`config.mk`:
```
export PLATFORM = sky130hd
export DESIGN_NAME = ctl_port_slave
export DESIGN_NICKNAME = d
export VERILOG_FILES = /design/src/rtl/ctl_port_pkg.sv /design/src/rtl/ctl_port_sync.sv /design/src/rtl/ctl_port_regfile.sv /design/src/rtl/ctl_port_frame.sv /design/src/rtl/ctl_port_slave.sv
export SDC_FILE = /design/constraint.sdc
export NUM_CORES = 1
export LEC_CHECK = 0
export BUFFER_PORTS_ARGS = -buffer_cell sky130_fd_sc_hd__buf_2
export CORE_MARGIN = 10
export CORE_UTILIZATION = 43
export DETAILED_ROUTE_END_ITERATION = 16
export PLACE_DENSITY_LB_ADDON = 0.15
export SLEW_MARGIN = 10
export SYNTH_ARGS = -nofsm -noshare
export SYNTH_HDL_FRONTEND = slang
export SYNTH_SLANG_ARGS = --single-unit
```
`constraint.sdc`:
```
create_clock -name clk_i -period 3.8 [get_ports clk_i]
set_input_delay 0.57 -clock clk_i [delete_from_list [all_inputs] [get_ports clk_i]]
set_output_delay 0.57 -clock clk_i [all_outputs]
set_load 0.005 [all_outputs]
```
`src/rtl/ctl_port_pkg.sv`:
```
package ctl_port_pkg;
  localparam int ADDR_W = 5;
  localparam int DATA_W = 8;
  localparam int CNT_W  = $clog2(DATA_W);
  localparam int RW_BIT = 6;

  typedef enum logic {
    PH_CMD  = 1'b0,
    PH_DATA = 1'b1
  } phase_e;
endpackage

```
`src/rtl/ctl_port_sync.sv`:
```
module ctl_port_sync #(
  parameter int   STAGES  = 2,
  parameter logic RST_VAL = 1'b0
) (
  input  logic clk_i,
  input  logic rst_ni,
  input  logic d_i,
  output logic q_o
);
  logic [STAGES-1:0] pipe;

  always_ff @(posedge clk_i or negedge rst_ni) begin
    if (!rst_ni) pipe <= {STAGES{RST_VAL}};
    else         pipe <= {pipe[STAGES-2:0], d_i};
  end

  assign q_o = pipe[STAGES-1];
endmodule

```
`src/rtl/ctl_port_regfile.sv`:
```
module ctl_port_regfile
  import ctl_port_pkg::*;
#(
  parameter int NUM_REGS = 32
) (
  input  logic                       clk_i,
  input  logic                       rst_ni,
  input  logic                       we_i,
  input  logic [ADDR_W-1:0]          waddr_i,
  input  logic [DATA_W-1:0]          wdata_i,
  input  logic [ADDR_W-1:0]          raddr_i,
  output logic [DATA_W-1:0]          rdata_o,
  output logic [NUM_REGS*DATA_W-1:0] regs_o
);
  logic [DATA_W-1:0] mem [NUM_REGS];

  for (genvar g = 0; g < NUM_REGS; g++) begin : g_reg
    always_ff @(posedge clk_i or negedge rst_ni) begin
      if (!rst_ni)                                 mem[g] <= '0;
      else if (we_i && waddr_i == ADDR_W'(g))      mem[g] <= wdata_i;
    end
    assign regs_o[g*DATA_W +: DATA_W] = mem[g];
  end

  // Unmapped addresses fall through to zero.
  always_comb begin
    rdata_o = '0;
    for (int i = 0; i < NUM_REGS; i++)
      if (raddr_i == ADDR_W'(i)) rdata_o = mem[i];
  end
endmodule

```
`src/rtl/ctl_port_frame.sv`:
```
module ctl_port_frame
  import ctl_port_pkg::*;
#(
  parameter int NUM_REGS = 32
) (
  input  logic              clk_i,
  input  logic              rst_ni,
  input  logic              cs_act_i,
  input  logic              sclk_i,
  input  logic              sdi_i,
  input  logic [DATA_W-1:0] rd_data_i,
  output logic [ADDR_W-1:0] addr_o,
  output logic              wr_stb_o,
  output logic [DATA_W-1:0] wr_data_o,
  output logic              sdo_o,
  output logic              sdo_oe_o
);
  logic              sclk_d;
  logic              sclk_rise, sclk_fall;
  logic [CNT_W-1:0]  bit_cnt;
  phase_e            phase;
  logic [DATA_W-2:0] rx;
  logic [DATA_W-1:0] byte_in;
  logic [DATA_W-1:0] tx;
  logic              rd_mode;
  logic              load_pend;
  logic [ADDR_W-1:0] addr;
  logic              in_range;
  logic              last_bit;

  assign sclk_rise = sclk_i & ~sclk_d;
  assign sclk_fall = ~sclk_i & sclk_d;
  assign byte_in   = {rx, sdi_i};
  assign in_range  = int'(addr) < NUM_REGS;
  assign last_bit  = bit_cnt == CNT_W'(DATA_W-1);
  assign addr_o    = addr;

  always_ff @(posedge clk_i or negedge rst_ni) begin
    if (!rst_ni) begin
      sclk_d    <= 1'b0;
      bit_cnt   <= '0;
      phase     <= PH_CMD;
      rx        <= '0;
      tx        <= '0;
      rd_mode   <= 1'b0;
      load_pend <= 1'b0;
      addr      <= '0;
      wr_stb_o  <= 1'b0;
      wr_data_o <= '0;
      sdo_o     <= 1'b0;
      sdo_oe_o  <= 1'b0;
    end else begin
      sclk_d   <= sclk_i;
      wr_stb_o <= 1'b0;
      if (!cs_act_i) begin
        // Idle or aborted window: drop any partial byte.
        bit_cnt   <= '0;
        phase     <= PH_CMD;
        rx        <= '0;
        tx        <= '0;
        rd_mode   <= 1'b0;
        load_pend <= 1'b0;
        sdo_o     <= 1'b0;
        sdo_oe_o  <= 1'b0;
      end else begin
        sdo_oe_o <= 1'b1;
        if (load_pend) begin
          tx        <= rd_data_i;
          load_pend <= 1'b0;
        end
        if (sclk_rise) begin
          rx      <= byte_in[DATA_W-2:0];
          bit_cnt <= bit_cnt + CNT_W'(1);
          if (last_bit) begin
            if (phase == PH_CMD) begin
              phase     <= PH_DATA;
              rd_mode   <= byte_in[RW_BIT];
              addr      <= byte_in[ADDR_W-1:0];
              load_pend <= byte_in[RW_BIT];
            end else if (rd_mode) begin
              load_pend <= 1'b1;
            end else if (in_range) begin
              wr_stb_o  <= 1'b1;
              wr_data_o <= byte_in;
            end
          end
        end
        if (sclk_fall) begin
          if (phase == PH_DATA && rd_mode) begin
            sdo_o <= tx[DATA_W-1];
            tx    <= {tx[DATA_W-2:0], 1'b0};
          end else begin
            sdo_o <= 1'b0;
          end
        end
      end
    end
  end
endmodule

```
`src/rtl/ctl_port_slave.sv`:
```
module ctl_port_slave
  import ctl_port_pkg::*;
#(
  parameter int NUM_REGS    = 32,
  parameter int SYNC_STAGES = 2
) (
  input  logic                       clk_i,
  input  logic                       rst_ni,
  input  logic                       sclk_i,
  input  logic                       cs_ni,
  input  logic                       sdi_i,
  output logic                       sdo_o,
  output logic                       sdo_oe_o,
  output logic                       wr_stb_o,
  output logic [ADDR_W-1:0]          wr_addr_o,
  output logic [DATA_W-1:0]          wr_data_o,
  output logic [NUM_REGS*DATA_W-1:0] regs_o
);
  localparam int         N_SYNC   = 3;
  localparam logic [2:0] SYNC_RST = 3'b010; // {sdi, cs_n, sclk}

  logic [N_SYNC-1:0] raw_in, sync_q;
  logic              cs_act;
  logic [DATA_W-1:0] rd_data;

  assign raw_in = {sdi_i, cs_ni, sclk_i};

  for (genvar g = 0; g < N_SYNC; g++) begin : g_sync
    ctl_port_sync #(
      .STAGES (SYNC_STAGES),
      .RST_VAL(SYNC_RST[g])
    ) u_sync (
      .clk_i (clk_i),
      .rst_ni(rst_ni),
      .d_i   (raw_in[g]),
      .q_o   (sync_q[g])
    );
  end

  assign cs_act = ~sync_q[1];

  ctl_port_frame #(.NUM_REGS(NUM_REGS)) u_frame (
    .clk_i    (clk_i),
    .rst_ni   (rst_ni),
    .cs_act_i (cs_act),
    .sclk_i   (sync_q[0]),
    .sdi_i    (sync_q[2]),
    .rd_data_i(rd_data),
    .addr_o   (wr_addr_o),
    .wr_stb_o (wr_stb_o),
    .wr_data_o(wr_data_o),
    .sdo_o    (sdo_o),
    .sdo_oe_o (sdo_oe_o)
  );

  ctl_port_regfile #(.NUM_REGS(NUM_REGS)) u_regs (
    .clk_i  (clk_i),
    .rst_ni (rst_ni),
    .we_i   (wr_stb_o),
    .waddr_i(wr_addr_o),
    .wdata_i(wr_data_o),
    .raddr_i(wr_addr_o),
    .rdata_o(rd_data),
    .regs_o (regs_o)
  );
endmodule

```
==> report_table.html, run 1 <==
<table>
<tr><th>Metric</th><th>Value</th></tr>
<tr><th colspan="2">Floorplan</th></tr>
<tr><td>Ports</td><td>277</td></tr>
<tr><td>Die height</td><td>204.9 um</td></tr>
<tr><td>Number of cell rows</td><td>67</td></tr>
<tr><td>Initial core utilization</td><td>0.4373</td></tr>
<tr><td>Core area</td><td>33620 um2</td></tr>
<tr><td>Die ar.</td><td>41980 um2</td></tr>
<tr><td>Horizontal die dimension</td><td>slightly above 200 um</td></tr>
<tr><th colspan="2">Synth</th></tr>
<tr><td>Number of enable flip-flop cells after synthesis</td><td>0</td></tr>
<tr><td>Synthesized Nets</td><td>1241</td></tr>
<tr><td>#FFs+latches synth</td><td>300</td></tr>
<tr><td>Post-synthesis instance area</td><td>14700 um2</td></tr>
<tr><td>Top FF cell, synth</td><td>sky130_fd_sc_hd__dfrtp_1</td></tr>
<tr><td>Share of the yosys chip area belonging to registers</td><td>0.5109</td></tr>
<tr><td>Mapped Avg Cell Area</td><td>11.91 um2</td></tr>
<tr><td>Synthesis Warnings</td><td>0</td></tr>
<tr><td>Async set-or-reset flop fraction in the synthesized netlist</td><td>1.000</td></tr>
<tr><td>Number of library cell types mapped by synthesis</td><td>slightly below 90</td></tr>
<tr><td>Cells after Synth</td><td>1234</td></tr>
<tr><th colspan="2">Global route</th></tr>
<tr><td>Antenna violations before repair</td><td>0</td></tr>
<tr><td>Overflow after GRT</td><td>0</td></tr>
<tr><td>Global-route wire length before repair</td><td>between 80000 and 90000 um</td></tr>
<tr><td>Total global routing track utilization</td><td>0.2797</td></tr>
<tr><td>Via count of the first global-routing pass</td><td>12.34k</td></tr>
<tr><td>Pin count of the biggest net entering global routing</td><td>89</td></tr>
<tr><th colspan="2">Timing</th></tr>
<tr><td>Number of hold-slack violations in the final timing report</td><td>0</td></tr>
<tr><td>Worst hold slack across all endpoints</td><td>0.06377 ns</td></tr>
<tr><td>Final Skew</td><td>0.01340 ns</td></tr>
<tr><td>Timing-limited maximum frequency</td><td>289.9 MHz</td></tr>
<tr><td>Total count of max-transition violations in the final report</td><td>0</td></tr>
<tr><td>Summed negative setup slack over all endpoints</td><td>0 ns</td></tr>
<tr><td>Final setup vio count</td><td>0</td></tr>
<tr><td>Unrepaired setup endpoints after global routing</td><td>false</td></tr>
<tr><td>Slew of the pin with the lowest slew margin</td><td>~1.1 ns</td></tr>
<tr><td>Max-slew headroom at the worst pin</td><td>0.2409</td></tr>
<tr><td>Period Utilization, post-route</td><td>0.9076</td></tr>
<tr><td>Final critical path time including I/O delays and setup</td><td>3.449 ns</td></tr>
<tr><th colspan="2">Clock network</th></tr>
<tr><td>Quantity of hold-fixing buffers added after cts</td><td>0</td></tr>
<tr><td>Post_cts resized</td><td>0</td></tr>
<tr><td>Number of clock sinks</td><td>300</td></tr>
<tr><td>Clock Tree Root</td><td>sky130_fd_sc_hd__clkbuf_16</td></tr>
<tr><td>H-tree depth reported by CTS</td><td>2</td></tr>
<tr><td>Maximum count of clock buffers along a single path</td><td>3</td></tr>
<tr><td>Clock-pin transition on the worst setup and hold timing paths</td><td>0.06 ns</td></tr>
<tr><td>Clock tree from TritonCTS</td><td>yes</td></tr>
<tr><td>TritonCTS buffer count</td><td>34</td></tr>
<tr><td>Worst skew pair latency</td><td>0.53 ns</td></tr>
<tr><td>Number of buffers added for setup after CTS</td><td>0</td></tr>
<tr><th colspan="2">Routing</th></tr>
<tr><td>Total wire length after detailed routing</td><td>60390 um</td></tr>
<tr><td>Routed wirelength normalized by instance count</td><td>30.61 um</td></tr>
<tr><td>Number of nets with antenna violations after detailed routing</td><td>0</td></tr>
<tr><td>Iteration-0 DRC count of the detailed router</td><td>1287</td></tr>
<tr><td>Count of TritonRoute iterations in the first routing pass</td><td>6</td></tr>
<tr><td>Detailed-route DRC error count</td><td>0</td></tr>
<tr><td>Vias/cell</td><td>a little over 6</td></tr>
<tr><td>Via count</td><td>12.19k</td></tr>
<tr><th colspan="2">Min path</th></tr>
<tr><td>Hold Path Class</td><td>in -&gt; async</td></tr>
<tr><th colspan="2">Critical path</th></tr>
<tr><td>Required @ worst endpoint</td><td>4.24 ns</td></tr>
<tr><td>Source of the worst register-to-register timing path</td><td>u_frame.addr_o[0]</td></tr>
<tr><td>Type of the setup path with the least slack</td><td>reg -&gt; reg</td></tr>
<tr><td>Crit end category</td><td>flip-flop</td></tr>
<tr><td>Launching element type of the critical path</td><td>flip-flop</td></tr>
<tr><td>Largest driver fanout on the critical path</td><td>37</td></tr>
<tr><td>Critical path launch point</td><td>u_frame.addr_o[0]</td></tr>
<tr><td>Worst path arrival time</td><td>3.89 ns</td></tr>
<tr><th colspan="2">Placed design</th></tr>
<tr><td>Port-buffer cells</td><td>~280</td></tr>
<tr><td>Number of cells after detailed placement</td><td>about 1.9k</td></tr>
<tr><td>Placed wire-length estimate after detailed placement</td><td>between 40000 and 50000 um</td></tr>
<tr><td>Global placer's final weighted congestion</td><td>0.9972</td></tr>
<tr><th colspan="2">Layout</th></tr>
<tr><td>Fin nets</td><td>1506</td></tr>
<tr><td>Share of the core filled with cells in the final layout</td><td>0.5257</td></tr>
<tr><td>Fraction of final layout cells sized beyond drive strength 1</td><td>0.4387</td></tr>
<tr><td>Fill count</td><td>between 3k and 4k</td></tr>
<tr><td>Post-route insts no fill</td><td>~2.0k</td></tr>
<tr><td>Antenna diode count</td><td>0</td></tr>
<tr><td>Synthesis-to-layout area growth</td><td>20.22%</td></tr>
<tr><th colspan="2">Power and ir drop</th></tr>
<tr><td>Post-route total power</td><td>6.681 mW</td></tr>
<tr><td>VDD IR max</td><td>a little over 300 uV</td></tr>
<tr><td>Leakage power</td><td>9.127 nW</td></tr>
<tr><td>Power Dens Cells</td><td>378.1 nW/um2</td></tr>
<tr><th colspan="2">Flow run</th></tr>
<tr><td>Max-cap check violation count</td><td>0</td></tr>
<tr><th colspan="2">Status</th></tr>
<tr><td>Result of the run</td><td>complete, no violations</td></tr>
</table>
-- critical path, cell delays in order, from the launching register on --
cell,delay (ns)
sky130_fd_sc_hd__dfrtp_4,0.68
sky130_fd_sc_hd__buf_4,0.29
sky130_fd_sc_hd__buf_4,0.24
sky130_fd_sc_hd__nor3b_2,0.35
sky130_fd_sc_hd__and2_1,0.35
sky130_fd_sc_hd__a221oi_2,0.14
sky130_fd_sc_hd__a2111oi_1,0.80
sky130_fd_sc_hd__o211ai_1,0.31
sky130_fd_sc_hd__o211ai_1,0.19
-- final cells by class --
cell class / instances / area [um2] / share of cell area
clock buffers: 51 / 996.0 / 0.05636
clock inverters: 11 / 155.1 / 0.008779
multi-input cells: 834 / 6664 / 0.3771
well taps: 448 / 560.5 / 0.03172
flip-flops and latches: 300 / 7518 / 0.4254
inverters: 13 / 48.80 / 0.002761
repair buffers: 316 / 1729 / 0.09785
-- per-stage QoR --
| step | instance area [um2] | setup WS [ns] |
|---|---|---|
| after floorplan | 14700 | 1.880 |
| after global placement | 16520 | 0.4962 |
| after detailed placement | 16520 | 0.4485 |
| after CTS | 17670 | 0.4347 |
| after global routing | 17670 | 0.2441 |
| final | 17670 | 0.3510 |
-- worst paths after layout --
| check | endpoint | slack (ns) | depth (start not counted) |
|---|---|---|---|
| max in group asynchronous | u_regs.regs_o[7] | 2.74 | 2 |
| max reg2reg | u_frame.tx[2] | 0.35 | 8 |
| max | u_frame.tx[2] | 0.35 | 8 |
| min | u_regs.regs_o[88] | 0.06 | 1 |
| min reg2reg | g_sync[2].u_sync.pipe[1] | 0.36 | 0 |
| min in group clk_i | g_sync[1].u_sync.pipe[0] | 0.14 | 1 |
-- cell usage in the layout, fill, tap and decap left out, drive strengths merged, types with 5 or more instances in the layout --
cell type and instances:
buf 316, dfrtp 298, mux2 273, nand2 92, nor2 54, a21oi 52, clkbuf 51, o21ai 47
nor3 28, nand3 18, nand2b 17, mux2i 17, a221oi 13, inv 13, o22ai 12, o211ai 12
o221ai 11, a211oi 9, a22oi 9, nor2b 9, and3 8, nand3b 8, a31oi 8, a21o 7
clkinv 7, nor3b 7, and2 6, o211a 6, a22o 6, or3 6, o32ai 6, o21a 5
o31ai 5, a221o 5
-- layer usage --
layer / up-vias / routed length (um) / track usage
met5: - / 0 / 0
met4: 0 / 1961 / 0.09189
met3: 121 / 5007 / 0.05765
met2: 627 / 27780 / 0.4418
met1: 6292 / 25640 / 0.3770
li1: 5154 / - / -
-- cell usage after synthesis (4+ instances only) --
cell | n | area, um2
sky130_fd_sc_hd__buf_2 | 27 | 135.1
sky130_fd_sc_hd__buf_6 | 9 | 101.4
sky130_fd_sc_hd__o22ai_1 | 12 | 75.07
sky130_fd_sc_hd__o211a_1 | 6 | 60.06
sky130_fd_sc_hd__nor2b_1 | 8 | 50.05
sky130_fd_sc_hd__a32o_1 | 4 | 40.04
sky130_fd_sc_hd__nor3_1 | 26 | 130.1
sky130_fd_sc_hd__buf_4 | 13 | 97.59
sky130_fd_sc_hd__nand2b_1 | 17 | 106.4
sky130_fd_sc_hd__a221oi_1 | 12 | 105.1
sky130_fd_sc_hd__mux2i_1 | 17 | 170.2
sky130_fd_sc_hd__nor3b_2 | 4 | 50.05
sky130_fd_sc_hd__and3_1 | 8 | 50.05
sky130_fd_sc_hd__or3_1 | 6 | 37.54
sky130_fd_sc_hd__mux2_2 | 262 | 2950
sky130_fd_sc_hd__o21ai_0 | 42 | 210.2
sky130_fd_sc_hd__a211oi_1 | 9 | 67.56
sky130_fd_sc_hd__nand3_1 | 16 | 80.08
sky130_fd_sc_hd__o31ai_1 | 5 | 37.54
sky130_fd_sc_hd__nor4_1 | 4 | 25.02
sky130_fd_sc_hd__o2111ai_1 | 4 | 35.03
sky130_fd_sc_hd__and2_1 | 6 | 37.54
sky130_fd_sc_hd__a22o_1 | 6 | 52.55
sky130_fd_sc_hd__a21oi_1 | 52 | 260.3
sky130_fd_sc_hd__a221o_1 | 5 | 50.05
sky130_fd_sc_hd__mux4_2 | 4 | 90.09
sky130_fd_sc_hd__a22oi_1 | 9 | 67.56
sky130_fd_sc_hd__nor2_1 | 48 | 180.2
sky130_fd_sc_hd__nand3b_1 | 8 | 60.06
sky130_fd_sc_hd__nor2_2 | 5 | 31.28
sky130_fd_sc_hd__o21ai_1 | 5 | 25.02
sky130_fd_sc_hd__a2bb2oi_1 | 4 | 35.03
sky130_fd_sc_hd__a31oi_1 | 8 | 50.05
sky130_fd_sc_hd__mux2_1 | 11 | 123.9
sky130_fd_sc_hd__dfrtp_1 | 298 | 7457
sky130_fd_sc_hd__a21o_1 | 7 | 52.55
sky130_fd_sc_hd__inv_1 | 10 | 37.54
sky130_fd_sc_hd__nand2_1 | 91 | 341.6
sky130_fd_sc_hd__o211ai_1 | 12 | 90.09
sky130_fd_sc_hd__o32ai_1 | 6 | 52.55
sky130_fd_sc_hd__o221ai_1 | 11 | 96.34
sky130_fd_sc_hd__o21a_1 | 5 | 37.54
sky130_fd_sc_hd__clkbuf_1 | 36 | 135.1
-- registers in the layout, summed over array words and instances, names as in the netlist, 3 cells and up --
| signal | flops |
|---|---|
| g_sync.u_sync.pipe | 6 |
| u_frame.addr_o | 5 |
| u_frame.bit_cnt | 3 |
| u_frame.rx | 7 |
| u_frame.tx | 8 |
| u_frame.wr_data_o | 8 |
| u_regs.regs_o | 256 |
-- kinds of logic (layout without fill, tap and decap cells) --
logic type / count (synthesis) / after routing / synth area share
adders and majority gates: 2 / 2 / 0.001702
buffers and inverters: 100 / 391 / 0.03575
DFF: 300 / 300 / 0.5109
muxes: 294 / 294 / 0.2268
AOI/OAI and AO/OA: 258 / 258 / 0.1241
xor gates and xnor gates: 1 / 1 / 0.0005960
and+or+nand+nor: 279 / 279 / 0.1001
-- report_power, final --
part	total [mW]	switching [mW]	internal [mW]	leakage (nW)
registers	3.21	0.00840	3.20	4.17
clock network	3.39	1.36	2.03	0.562
logic	0.0837	0.0712	0.0124	4.40
total	6.68	1.44	5.24	9.13
Power figures use the tool's default switching activity.
==> inputs of run 2 (changes only) <==
--- a/config.mk
+++ b/config.mk
@@ -9,3 +9,3 @@
 export CORE_MARGIN = 10
-export CORE_UTILIZATION = 43
+export CORE_UTILIZATION = 55
 export DETAILED_ROUTE_END_ITERATION = 16
==> constraint.sdc (replaced) <==
create_clock -name clk_i -period 3.9 [get_ports clk_i]
set_input_delay 1.17 -clock clk_i [delete_from_list [all_inputs] [get_ports clk_i]]
set_output_delay 1.17 -clock clk_i [all_outputs]
set_load 0.005 [all_outputs]
==> run 2 against run 1 <==
Non-clock buffer count decreased by 8. Final cell count shrank 6.5%. Clock skew up 0.0064 ns. Power is 6.2% lower. Utilization increased by 14 points. Worst hold slack gained 0.29 ns. Clock power decreased by 9.7%. Sequential power down 2%. Worst setup slack better by 0.35 ns. Critical path type is now reg -> out. Largest cell class unchanged. Largest power group is now sequential cells.
==> report_table.html, run 2 (synthesized netlist as in run 1, its figures left out) <==
<table>
<tr><th>Metric</th><th>Value</th></tr>
<tr><th colspan="2">Floorplan</th></tr>
<tr><td>Die height</td><td>183.5 um (-10%)</td></tr>
<tr><td>Ports</td><td>277 (unchanged)</td></tr>
<tr><td>Die ar.</td><td>33660 um2 (-20%)</td></tr>
<tr><td>Core area</td><td>26210 um2 (-22%)</td></tr>
<tr><td>Initial core utilization</td><td>0.5609 (+0.1236)</td></tr>
<tr><td>Number of cell rows</td><td>59 (-12%)</td></tr>
<tr><td>Horizontal die dimension</td><td>183.5 um (-10%)</td></tr>
<tr><th colspan="2">Power and ir drop</th></tr>
<tr><td>VDD IR max</td><td>360.9 uV (+17%)</td></tr>
<tr><td>Leakage power</td><td>9.042 nW (-0.93%)</td></tr>
<tr><td>Power Dens Cells</td><td>360.8 nW/um2 (-4.6%)</td></tr>
<tr><th colspan="2">Layout</th></tr>
<tr><td>Commonest cells after routing, fill and taps aside</td><td>295 x sky130_fd_sc_hd__dfrtp_1, 275 x sky130_fd_sc_hd__buf_2, 262 x sky130_fd_sc_hd__mux2_2</td></tr>
<tr><td>Synthesis-to-layout area growth</td><td>18.19%</td></tr>
<tr><td>Fill count</td><td>2113 (-30%)</td></tr>
<tr><td>Most frequent standard cell in the layout excluding fill and tap cells</td><td>sky130_fd_sc_hd__dfrtp_1</td></tr>
<tr><td>Finished layout cell area</td><td>17370 um2 (-1.7%)</td></tr>
<tr><td>Antenna diode count</td><td>0 (unchanged)</td></tr>
<tr><td>Number of flip-flops in the largest register</td><td>256 (unchanged)</td></tr>
<tr><td>Fraction of final layout cells sized beyond drive strength 1</td><td>0.4358 (-0.002927)</td></tr>
<tr><td>Fin nets</td><td>1495 (-0.73%)</td></tr>
<tr><th colspan="2">Placed design</th></tr>
<tr><td>Post-placement worst setup slack</td><td>0.9486 ns (+0.5001 ns)</td></tr>
<tr><td>Placement-stage cell area</td><td>16330 um2 (-1.1%)</td></tr>
<tr><td>Placed wire-length estimate after detailed placement</td><td>40870 um (-9.2%)</td></tr>
<tr><td>Global placer's final weighted congestion</td><td>1.053 (+5.6%)</td></tr>
<tr><td>Port-buffer cells</td><td>276 (unchanged)</td></tr>
<tr><th colspan="2">Timing</th></tr>
<tr><td>Final Skew</td><td>0.01980 ns (+0.006403 ns)</td></tr>
<tr><td>Max-slew headroom at the worst pin</td><td>0.2583 (+0.01749)</td></tr>
<tr><td>Final setup vio count</td><td>0 (unchanged)</td></tr>
<tr><td>Worst-case setup margin in the final layout</td><td>0.7038 ns (+0.3528 ns)</td></tr>
<tr><td>Worst hold slack across all endpoints</td><td>0.3515 ns (+0.2877 ns)</td></tr>
<tr><td>Period Utilization, post-route</td><td>0.8195</td></tr>
<tr><td>Total count of max-transition violations in the final report</td><td>0 (unchanged)</td></tr>
<tr><td>Slew of the pin with the lowest slew margin</td><td>1.110 ns (-0.02618 ns)</td></tr>
<tr><td>Summed negative setup slack over all endpoints</td><td>0 ns (unchanged)</td></tr>
<tr><td>Final critical path time including I/O delays and setup</td><td>3.196 ns</td></tr>
<tr><td>Number of hold-slack violations in the final timing report</td><td>0 (unchanged)</td></tr>
<tr><td>Timing-limited maximum frequency</td><td>between 300 and 400 MHz</td></tr>
<tr><td>Unrepaired setup endpoints after global routing</td><td>false</td></tr>
<tr><th colspan="2">Routing</th></tr>
<tr><td>Number of nets with antenna violations after detailed routing</td><td>0 (unchanged)</td></tr>
<tr><td>Iteration-0 DRC count of the detailed router</td><td>1308 (+1.6%)</td></tr>
<tr><td>Count of TritonRoute iterations in the first routing pass</td><td>6 (unchanged)</td></tr>
<tr><td>Via count</td><td>12.25k (+0.48%)</td></tr>
<tr><td>Vias/cell</td><td>6.641 (+7.4%)</td></tr>
<tr><td>Detailed-route DRC error count</td><td>0 (unchanged)</td></tr>
<tr><td>Total wire length after detailed routing</td><td>56750 um (-6.0%)</td></tr>
<tr><td>Routed wirelength normalized by instance count</td><td>30.76 um (+0.50%)</td></tr>
<tr><th colspan="2">Min path</th></tr>
<tr><td>Hold Path Class</td><td>reg -&gt; reg</td></tr>
<tr><th colspan="2">Critical path</th></tr>
<tr><td>Worst path arrival time</td><td>2.03 ns (-1.86 ns)</td></tr>
<tr><td>Crit end category</td><td>output pin</td></tr>
<tr><td>Largest driver fanout on the critical path</td><td>36 (-2.7%)</td></tr>
<tr><td>Type of the setup path with the least slack</td><td>reg -&gt; out</td></tr>
<tr><td>Launching element type of the critical path</td><td>flip-flop</td></tr>
<tr><td>Required @ worst endpoint</td><td>2.73 ns (-1.51 ns)</td></tr>
<tr><th colspan="2">Clock network</th></tr>
<tr><td>Worst skew pair latency</td><td>0.59 ns (+0.06 ns)</td></tr>
<tr><td>Number of buffers added for setup after CTS</td><td>0 (unchanged)</td></tr>
<tr><td>Clock Tree Root</td><td>sky130_fd_sc_hd__clkbuf_16</td></tr>
<tr><td>Number of clock sinks</td><td>300 (unchanged)</td></tr>
<tr><td>Quantity of hold-fixing buffers added after cts</td><td>0 (unchanged)</td></tr>
<tr><td>H-tree depth reported by CTS</td><td>1 (-1)</td></tr>
<tr><td>Post_cts resized</td><td>0 (unchanged)</td></tr>
<tr><td>Clock-pin transition on the worst setup and hold timing paths</td><td>0.07 ns (about the same)</td></tr>
<tr><td>Maximum count of clock buffers along a single path</td><td>3 (unchanged)</td></tr>
<tr><td>Clock tree from TritonCTS</td><td>yes</td></tr>
<tr><td>TritonCTS buffer count</td><td>31 (-8.8%)</td></tr>
<tr><th colspan="2">Status</th></tr>
<tr><td>Result of the run</td><td>complete, no violations</td></tr>
<tr><th colspan="2">Global route</th></tr>
<tr><td>Antenna violations before repair</td><td>0 (unchanged)</td></tr>
<tr><td>Global-route wire length before repair</td><td>83170 um (-4.8%)</td></tr>
<tr><td>Via count of the first global-routing pass</td><td>12.44k (+0.81%)</td></tr>
<tr><td>Overflow after GRT</td><td>0 (unchanged)</td></tr>
<tr><td>Total global routing track utilization</td><td>0.3261 (+0.04641)</td></tr>
<tr><td>Pin count of the biggest net entering global routing</td><td>89 (unchanged)</td></tr>
<tr><th colspan="2">Flow run</th></tr>
<tr><td>Max-cap check violation count</td><td>0 (unchanged)</td></tr>
</table>
==> run 2: worst max-delay path: stages (launching register included) <==
cell,delay (ns)
sky130_fd_sc_hd__dfrtp_2,0.78
sky130_fd_sc_hd__buf_4,0.44
sky130_fd_sc_hd__buf_2,0.21
==> run 2: cell type report <==
| type | count | area (um2) | area share |
|---|---|---|---|
| Clock inverter | 15 | 201.4 | 0.01160 |
| Sequential cell | 300 | 7518 | 0.4328 |
| Multi-Input combinational cell | 834 | 6664 | 0.3836 |
| Tap cell | 335 | 419.2 | 0.02413 |
| Clock buffer | 40 | 839.6 | 0.04833 |
| Inverter | 13 | 48.80 | 0.002809 |
| Timing Repair Buffer | 308 | 1682 | 0.09680 |
==> run 2: metal layers <==
| metal | vias up | track usage | wire (um) |
|---|---|---|---|
| met5 | - | 0 | 0 |
| met4 | 0 | 0.09443 | 1633 |
| met3 | 111 | 0.05751 | 4786 |
| met2 | 713 | 0.5223 | 26660 |
| met1 | 6326 | 0.4468 | 23670 |
| li1 | 5102 | - | - |
==> run 2: path summary, 6_finish.rpt <==
path	startpoint	slack (ns)	cells after the start	to
min	g_sync[1].u_sync.pipe[0]	0.35	0	g_sync[1].u_sync.pipe[1]
max reg2reg	u_frame.addr_o[0]	0.80	7	u_frame.tx[2]
max in group asynchronous	rst_ni	2.44	2	u_regs.regs_o[191]
min in group asynchronous	rst_ni	0.57	1	u_regs.regs_o[67]
max	u_frame.addr_o[2]	0.70	2	wr_addr_o[2]
min reg2reg	g_sync[1].u_sync.pipe[0]	0.35	0	g_sync[1].u_sync.pipe[1]
==> run 2: power by group <==
group | total (mW) | switching [mW] | internal [mW]
registers | 3.13 | 0.00855 | 3.12
logic | 0.0825 | 0.0694 | 0.0130
clock network | 3.06 | 1.27 | 1.79
total | 6.27 | 1.35 | 4.92
==> run 2: per-stage QoR <==
stage / cells / total power [mW] / utilization
floorplan: 1234 / 3.191 / -
global placement: 1790 / 3.270 / 0.6232
detailed placement: 1790 / 3.271 / 0.6232
CTS: 1845 / 6.289 / 0.6629
global route: 1845 / 6.420 / 0.6629
finish: 1845 / 6.269 / 0.6629
==> inputs of run 3 (changes only) <==
- ABC_AREA: not set -> 1
- clock period: 3.9 -> 3.11 ns (I/O delays scaled with it)
==> run 3 against run 2 <==
The run now ends with negative setup slack left. Non-clock buffer count grew 27. Sequential power grew 25%. Cell area shrank 4.5%. Global-route usage shrank 4.7 points. Highest routed layer unchanged.
==> report_table.html, run 3 <==
<table>
<tr><th>Metric</th><th>Value</th></tr>
<tr><th colspan="2">Synth</th></tr>
<tr><td>Cell taking the most area after synthesis</td><td>sky130_fd_sc_hd__dfrtp_1</td></tr>
<tr><td>Number of library cell types mapped by synthesis</td><td>35 (-60%)</td></tr>
<tr><td>Dominant cells by area after synthesis</td><td>sky130_fd_sc_hd__dfrtp_1 55%, sky130_fd_sc_hd__nand2_1 18%, sky130_fd_sc_hd__o21ai_0 10%</td></tr>
<tr><td>Synthesized Nets</td><td>1658 (+34%)</td></tr>
<tr><td>Cells after Synth</td><td>1651 (+34%)</td></tr>
<tr><td>Async set-or-reset flop fraction in the synthesized netlist</td><td>1.000 (unchanged)</td></tr>
<tr><td>Most used standard cells in the synthesized netlist</td><td>632 x sky130_fd_sc_hd__nand2_1, 298 x sky130_fd_sc_hd__dfrtp_1, 280 x sky130_fd_sc_hd__o21ai_0</td></tr>
<tr><td>Mapped Avg Cell Area</td><td>8.146 um2 (-32%)</td></tr>
<tr><td>Synthesis Warnings</td><td>0 (unchanged)</td></tr>
<tr><td>Share of the yosys chip area belonging to registers</td><td>0.5584 (+0.04748)</td></tr>
<tr><td>Top FF cell, synth</td><td>sky130_fd_sc_hd__dfrtp_1</td></tr>
<tr><td>Fraction of post-synthesis cell area in the top cell type by area</td><td>0.5545 (+0.04715)</td></tr>
<tr><td>Most repeated cell in the gate-level netlist after synthesis</td><td>sky130_fd_sc_hd__nand2_1</td></tr>
<tr><td>Number of enable flip-flop cells after synthesis</td><td>0 (unchanged)</td></tr>
<tr><td>#FFs+latches synth</td><td>300 (unchanged)</td></tr>
<tr><td>Post-synthesis instance area</td><td>13450 um2 (-8.5%)</td></tr>
<tr><th colspan="2">Timing</th></tr>
<tr><td>Number of hold-slack violations in the final timing report</td><td>0 (unchanged)</td></tr>
<tr><td>Final setup vio count</td><td>4 (+4)</td></tr>
<tr><td>Summed negative setup slack over all endpoints</td><td>-0.1686 ns (-0.1686 ns)</td></tr>
<tr><td>Slew of the pin with the lowest slew margin</td><td>0.8506 ns (-0.2596 ns)</td></tr>
<tr><td>Timing-limited maximum frequency</td><td>314.1 MHz</td></tr>
<tr><td>Worst hold slack across all endpoints</td><td>0.3040 ns (-0.04748 ns)</td></tr>
<tr><td>Unrepaired setup endpoints after global routing</td><td>true</td></tr>
<tr><td>Max-slew headroom at the worst pin</td><td>0.4323 (+0.1739)</td></tr>
<tr><td>Final Skew</td><td>0.01962 ns (-0.0001803 ns)</td></tr>
<tr><td>Total count of max-transition violations in the final report</td><td>0 (unchanged)</td></tr>
<tr><td>Period Utilization, post-route</td><td>1.024</td></tr>
<tr><td>Worst-case setup margin in the final layout</td><td>-0.07345 ns (-0.7772 ns)</td></tr>
<tr><td>Final critical path time including I/O delays and setup</td><td>roughly 3.2 ns</td></tr>
<tr><th colspan="2">Critical path</th></tr>
<tr><td>Source of the worst register-to-register timing path</td><td>u_frame.addr_o[1]</td></tr>
<tr><td>Crit end category</td><td>flip-flop</td></tr>
<tr><td>Launching element type of the critical path</td><td>flip-flop</td></tr>
<tr><td>Capturing point of the worst reg2reg path</td><td>u_frame.tx[0]</td></tr>
<tr><td>Required @ worst endpoint</td><td>3.55 ns (+0.82 ns)</td></tr>
<tr><td>Largest driver fanout on the critical path</td><td>5 (-86%)</td></tr>
<tr><td>Worst path arrival time</td><td>3.63 ns (+1.60 ns)</td></tr>
<tr><td>Worst R2R Path Depth</td><td>25 (+18)</td></tr>
<tr><td>Setup slack of the most critical reg-to-reg path</td><td>-0.07 ns (-0.87 ns)</td></tr>
<tr><td>Type of the setup path with the least slack</td><td>reg -&gt; reg</td></tr>
<tr><th colspan="2">Power and ir drop</th></tr>
<tr><td>VDD IR max</td><td>397.8 uV (+10%)</td></tr>
<tr><td>Power Dens Cells</td><td>452.2 nW/um2 (+25%)</td></tr>
<tr><td>Leakage power</td><td>8.579 nW (-5.1%)</td></tr>
<tr><th colspan="2">Layout</th></tr>
<tr><td>Most frequent standard cell in the layout excluding fill and tap cells</td><td>sky130_fd_sc_hd__nand2_1</td></tr>
<tr><td>Number of flip-flops in the largest register</td><td>256 (unchanged)</td></tr>
<tr><td>Antenna diode count</td><td>0 (unchanged)</td></tr>
<tr><td>Synthesis-to-layout area growth</td><td>23.34%</td></tr>
<tr><td>Fill count</td><td>2031 (-3.9%)</td></tr>
<tr><td>Finished layout cell area</td><td>16590 um2 (-4.5%)</td></tr>
<tr><td>Share of the core filled with cells in the final layout</td><td>0.6861 (+0.02320)</td></tr>
<tr><td>Fin nets</td><td>1954 (+31%)</td></tr>
<tr><td>Post-route insts no fill</td><td>2290 (+24%)</td></tr>
<tr><td>Commonest cells after routing, fill and taps aside</td><td>617 x sky130_fd_sc_hd__nand2_1, 295 x sky130_fd_sc_hd__dfrtp_1, 279 x sky130_fd_sc_hd__o21ai_0</td></tr>
<tr><td>Fraction of final layout cells sized beyond drive strength 1</td><td>0.2564 (-0.1794)</td></tr>
<tr><th colspan="2">Clock network</th></tr>
<tr><td>Quantity of hold-fixing buffers added after cts</td><td>0 (unchanged)</td></tr>
<tr><td>Clock-pin transition on the worst setup and hold timing paths</td><td>0.06 ns (about the same)</td></tr>
<tr><td>Clock Tree Root</td><td>sky130_fd_sc_hd__clkbuf_16</td></tr>
<tr><td>Worst skew pair latency</td><td>0.57 ns (-0.02 ns)</td></tr>
<tr><td>Maximum count of clock buffers along a single path</td><td>3 (unchanged)</td></tr>
<tr><td>H-tree depth reported by CTS</td><td>1 (unchanged)</td></tr>
<tr><td>Number of clock sinks</td><td>300 (unchanged)</td></tr>
<tr><td>TritonCTS buffer count</td><td>31 (unchanged)</td></tr>
<tr><td>Clock tree from TritonCTS</td><td>yes</td></tr>
<tr><th colspan="2">Routing</th></tr>
<tr><td>Via count</td><td>12.69k (+3.6%)</td></tr>
<tr><td>Total wire length after detailed routing</td><td>45230 um (-20%)</td></tr>
<tr><td>Detailed-route DRC error count</td><td>0 (unchanged)</td></tr>
<tr><td>Iteration-0 DRC count of the detailed router</td><td>1265 (-3.3%)</td></tr>
<tr><td>Vias/cell</td><td>5.541 (-17%)</td></tr>
<tr><td>Number of nets with antenna violations after detailed routing</td><td>0 (unchanged)</td></tr>
<tr><td>Routed wirelength normalized by instance count</td><td>19.75 um (-36%)</td></tr>
<tr><td>Count of TritonRoute iterations in the first routing pass</td><td>5 (-1)</td></tr>
<tr><th colspan="2">Placed design</th></tr>
<tr><td>Placed wire-length estimate after detailed placement</td><td>32070 um (-22%)</td></tr>
<tr><td>Global placer's final weighted congestion</td><td>0.9396 (-11%)</td></tr>
<tr><td>Port-buffer cells</td><td>276 (unchanged)</td></tr>
<tr><td>Placement-stage cell area</td><td>15370 um2 (-5.9%)</td></tr>
<tr><td>Number of cells after detailed placement</td><td>2226 (+24%)</td></tr>
<tr><th colspan="2">Floorplan</th></tr>
<tr><td>Horizontal die dimension</td><td>176.4 um (-3.9%)</td></tr>
<tr><td>Core area</td><td>24180 um2 (-7.7%)</td></tr>
<tr><td>Number of cell rows</td><td>57 (-3.4%)</td></tr>
<tr><td>Die height</td><td>176.4 um (-3.9%)</td></tr>
<tr><td>Ports</td><td>277 (unchanged)</td></tr>
<tr><td>Die ar.</td><td>31110 um2 (-7.6%)</td></tr>
<tr><td>Initial core utilization</td><td>0.5563 (-0.004618)</td></tr>
<tr><th colspan="2">Global route</th></tr>
<tr><td>Total global routing track utilization</td><td>0.2792 (-0.04697)</td></tr>
<tr><td>Via count of the first global-routing pass</td><td>12.17k (-2.1%)</td></tr>
<tr><td>Antenna violations before repair</td><td>0 (unchanged)</td></tr>
<tr><td>Global-route wire length before repair</td><td>69320 um (-17%)</td></tr>
<tr><td>Overflow after GRT</td><td>0 (unchanged)</td></tr>
<tr><td>Pin count of the biggest net entering global routing</td><td>79 (-11%)</td></tr>
<tr><th colspan="2">Min path</th></tr>
<tr><td>Hold Path Class</td><td>in -&gt; async</td></tr>
<tr><th colspan="2">Status</th></tr>
<tr><td>Result of the run</td><td>complete, but fails checks</td></tr>
<tr><td>Failing checks</td><td>negative setup slack</td></tr>
<tr><th colspan="2">Flow run</th></tr>
<tr><td>Max-cap check violation count</td><td>0 (unchanged)</td></tr>
</table>
run 3: changes by cell type after synthesis, moves of 24 or more:
cell,change
sky130_fd_sc_hd__nand2_1,+541
sky130_fd_sc_hd__mux2_2,-262
sky130_fd_sc_hd__o21ai_0,+238
sky130_fd_sc_hd__inv_1,+85
sky130_fd_sc_hd__or2_2,+57
sky130_fd_sc_hd__nand3_1,+33
sky130_fd_sc_hd__clkbuf_1,+26
sky130_fd_sc_hd__nor3_1,-24
run 3: logic make-up after synthesis:
| group | Yosys count | share of synthesized area |
|---|---|---|
| simple gates | 830 | 0.2597 |
| compound gates | 337 | 0.1271 |
| flops | 300 | 0.5584 |
| buf+inv | 181 | 0.05228 |
| fa+ha+maj | 2 | 0.001860 |
| mux | 1 | 0.0007443 |
run 3: layout make-up:
class                   instances  area (um2)  share of cell area
flip-flops and latches        300        7513              0.4529
inverters                     109       421.7             0.02542
well taps                     324       405.4             0.02444
repair buffers                335        1912              0.1153
clock buffers                  47       895.9             0.05401
clock inverters                 5       31.28            0.001886
multi-input cells            1170        5409              0.3261
run 3: worst max path at each step:
stage | start | end | slack [ns]
final | u_frame.addr_o[1] | u_frame.tx[0] | -0.07
after global placement | u_frame.addr_o[2] | u_frame.tx[2] | -0.12
after global routing | u_frame.addr_o[0] | u_frame.tx[2] | -0.27
after floorplan | u_frame.addr_o[0] | u_frame.tx[3] | 0.63
after detailed placement | u_frame.addr_o[2] | u_frame.tx[2] | -0.19
after CTS | u_frame.addr_o[2] | u_frame.tx[0] | -0.03
run 3: repair_timing:
item	4_1_cts	5_1_grt
setup endpoints to repair	3	8
gates cloned	0	0
resized for setup	7	53
buffers inserted	1	12
pin swaps	1	23
endpoints found under the hold margin	0	0
run 3: critical path, stage by stage (launching register included):
cell and delay, ns:
sky130_fd_sc_hd__dfrtp_2 0.46, sky130_fd_sc_hd__nand2_1 0.21, sky130_fd_sc_hd__nor3_4 0.27, sky130_fd_sc_hd__inv_1 0.08, sky130_fd_sc_hd__o21ai_1 0.16, sky130_fd_sc_hd__nand3_1 0.13
sky130_fd_sc_hd__o21ai_1 0.10, sky130_fd_sc_hd__nand3b_1 0.13, sky130_fd_sc_hd__nand2_1 0.11, sky130_fd_sc_hd__nand2_1 0.06, sky130_fd_sc_hd__nand2_1 0.09, sky130_fd_sc_hd__nand3_1 0.08
sky130_fd_sc_hd__nand2_1 0.09, sky130_fd_sc_hd__nand4_1 0.11, sky130_fd_sc_hd__nand2_1 0.12, sky130_fd_sc_hd__nand3_1 0.12, sky130_fd_sc_hd__nand2_1 0.09, sky130_fd_sc_hd__nand2_1 0.05
sky130_fd_sc_hd__nand2_1 0.08, sky130_fd_sc_hd__nand3_1 0.08, sky130_fd_sc_hd__nand2_1 0.08, sky130_fd_sc_hd__nand2_1 0.06, sky130_fd_sc_hd__nand2_1 0.09, sky130_fd_sc_hd__nand3_1 0.09
sky130_fd_sc_hd__nand2_1 0.07, sky130_fd_sc_hd__a21oi_1 0.05
run 3: power breakdown:
| part | internal [mW] | switching (mW) |
|---|---|---|
| clock network | 1.96 | 1.51 |
| registers | 3.91 | 0.00648 |
| logic | 0.0183 | 0.0895 |
| total | 5.89 | 1.61 |
run 3: stage by stage:
step / power [mW] / setup slack (ns)
after global placement: 4.100 / -0.1183
after global routing: 7.713 / -0.2747
after floorplan: 4.000 / 0.6310
final: 7.502 / -0.07345
after CTS: 7.519 / -0.02626
after detailed placement: 4.101 / -0.1937
run 3: metal layers:
layer / GRT usage / vias to the layer above / routed length [um]
met1: 0.3710 / 6098 / 18600
met5: 0 / - / 0
met4: 0.09422 / 0 / 1400
li1: - / 5897 / -
met2: 0.4419 / 600 / 21160
met3: 0.06685 / 94 / 4074
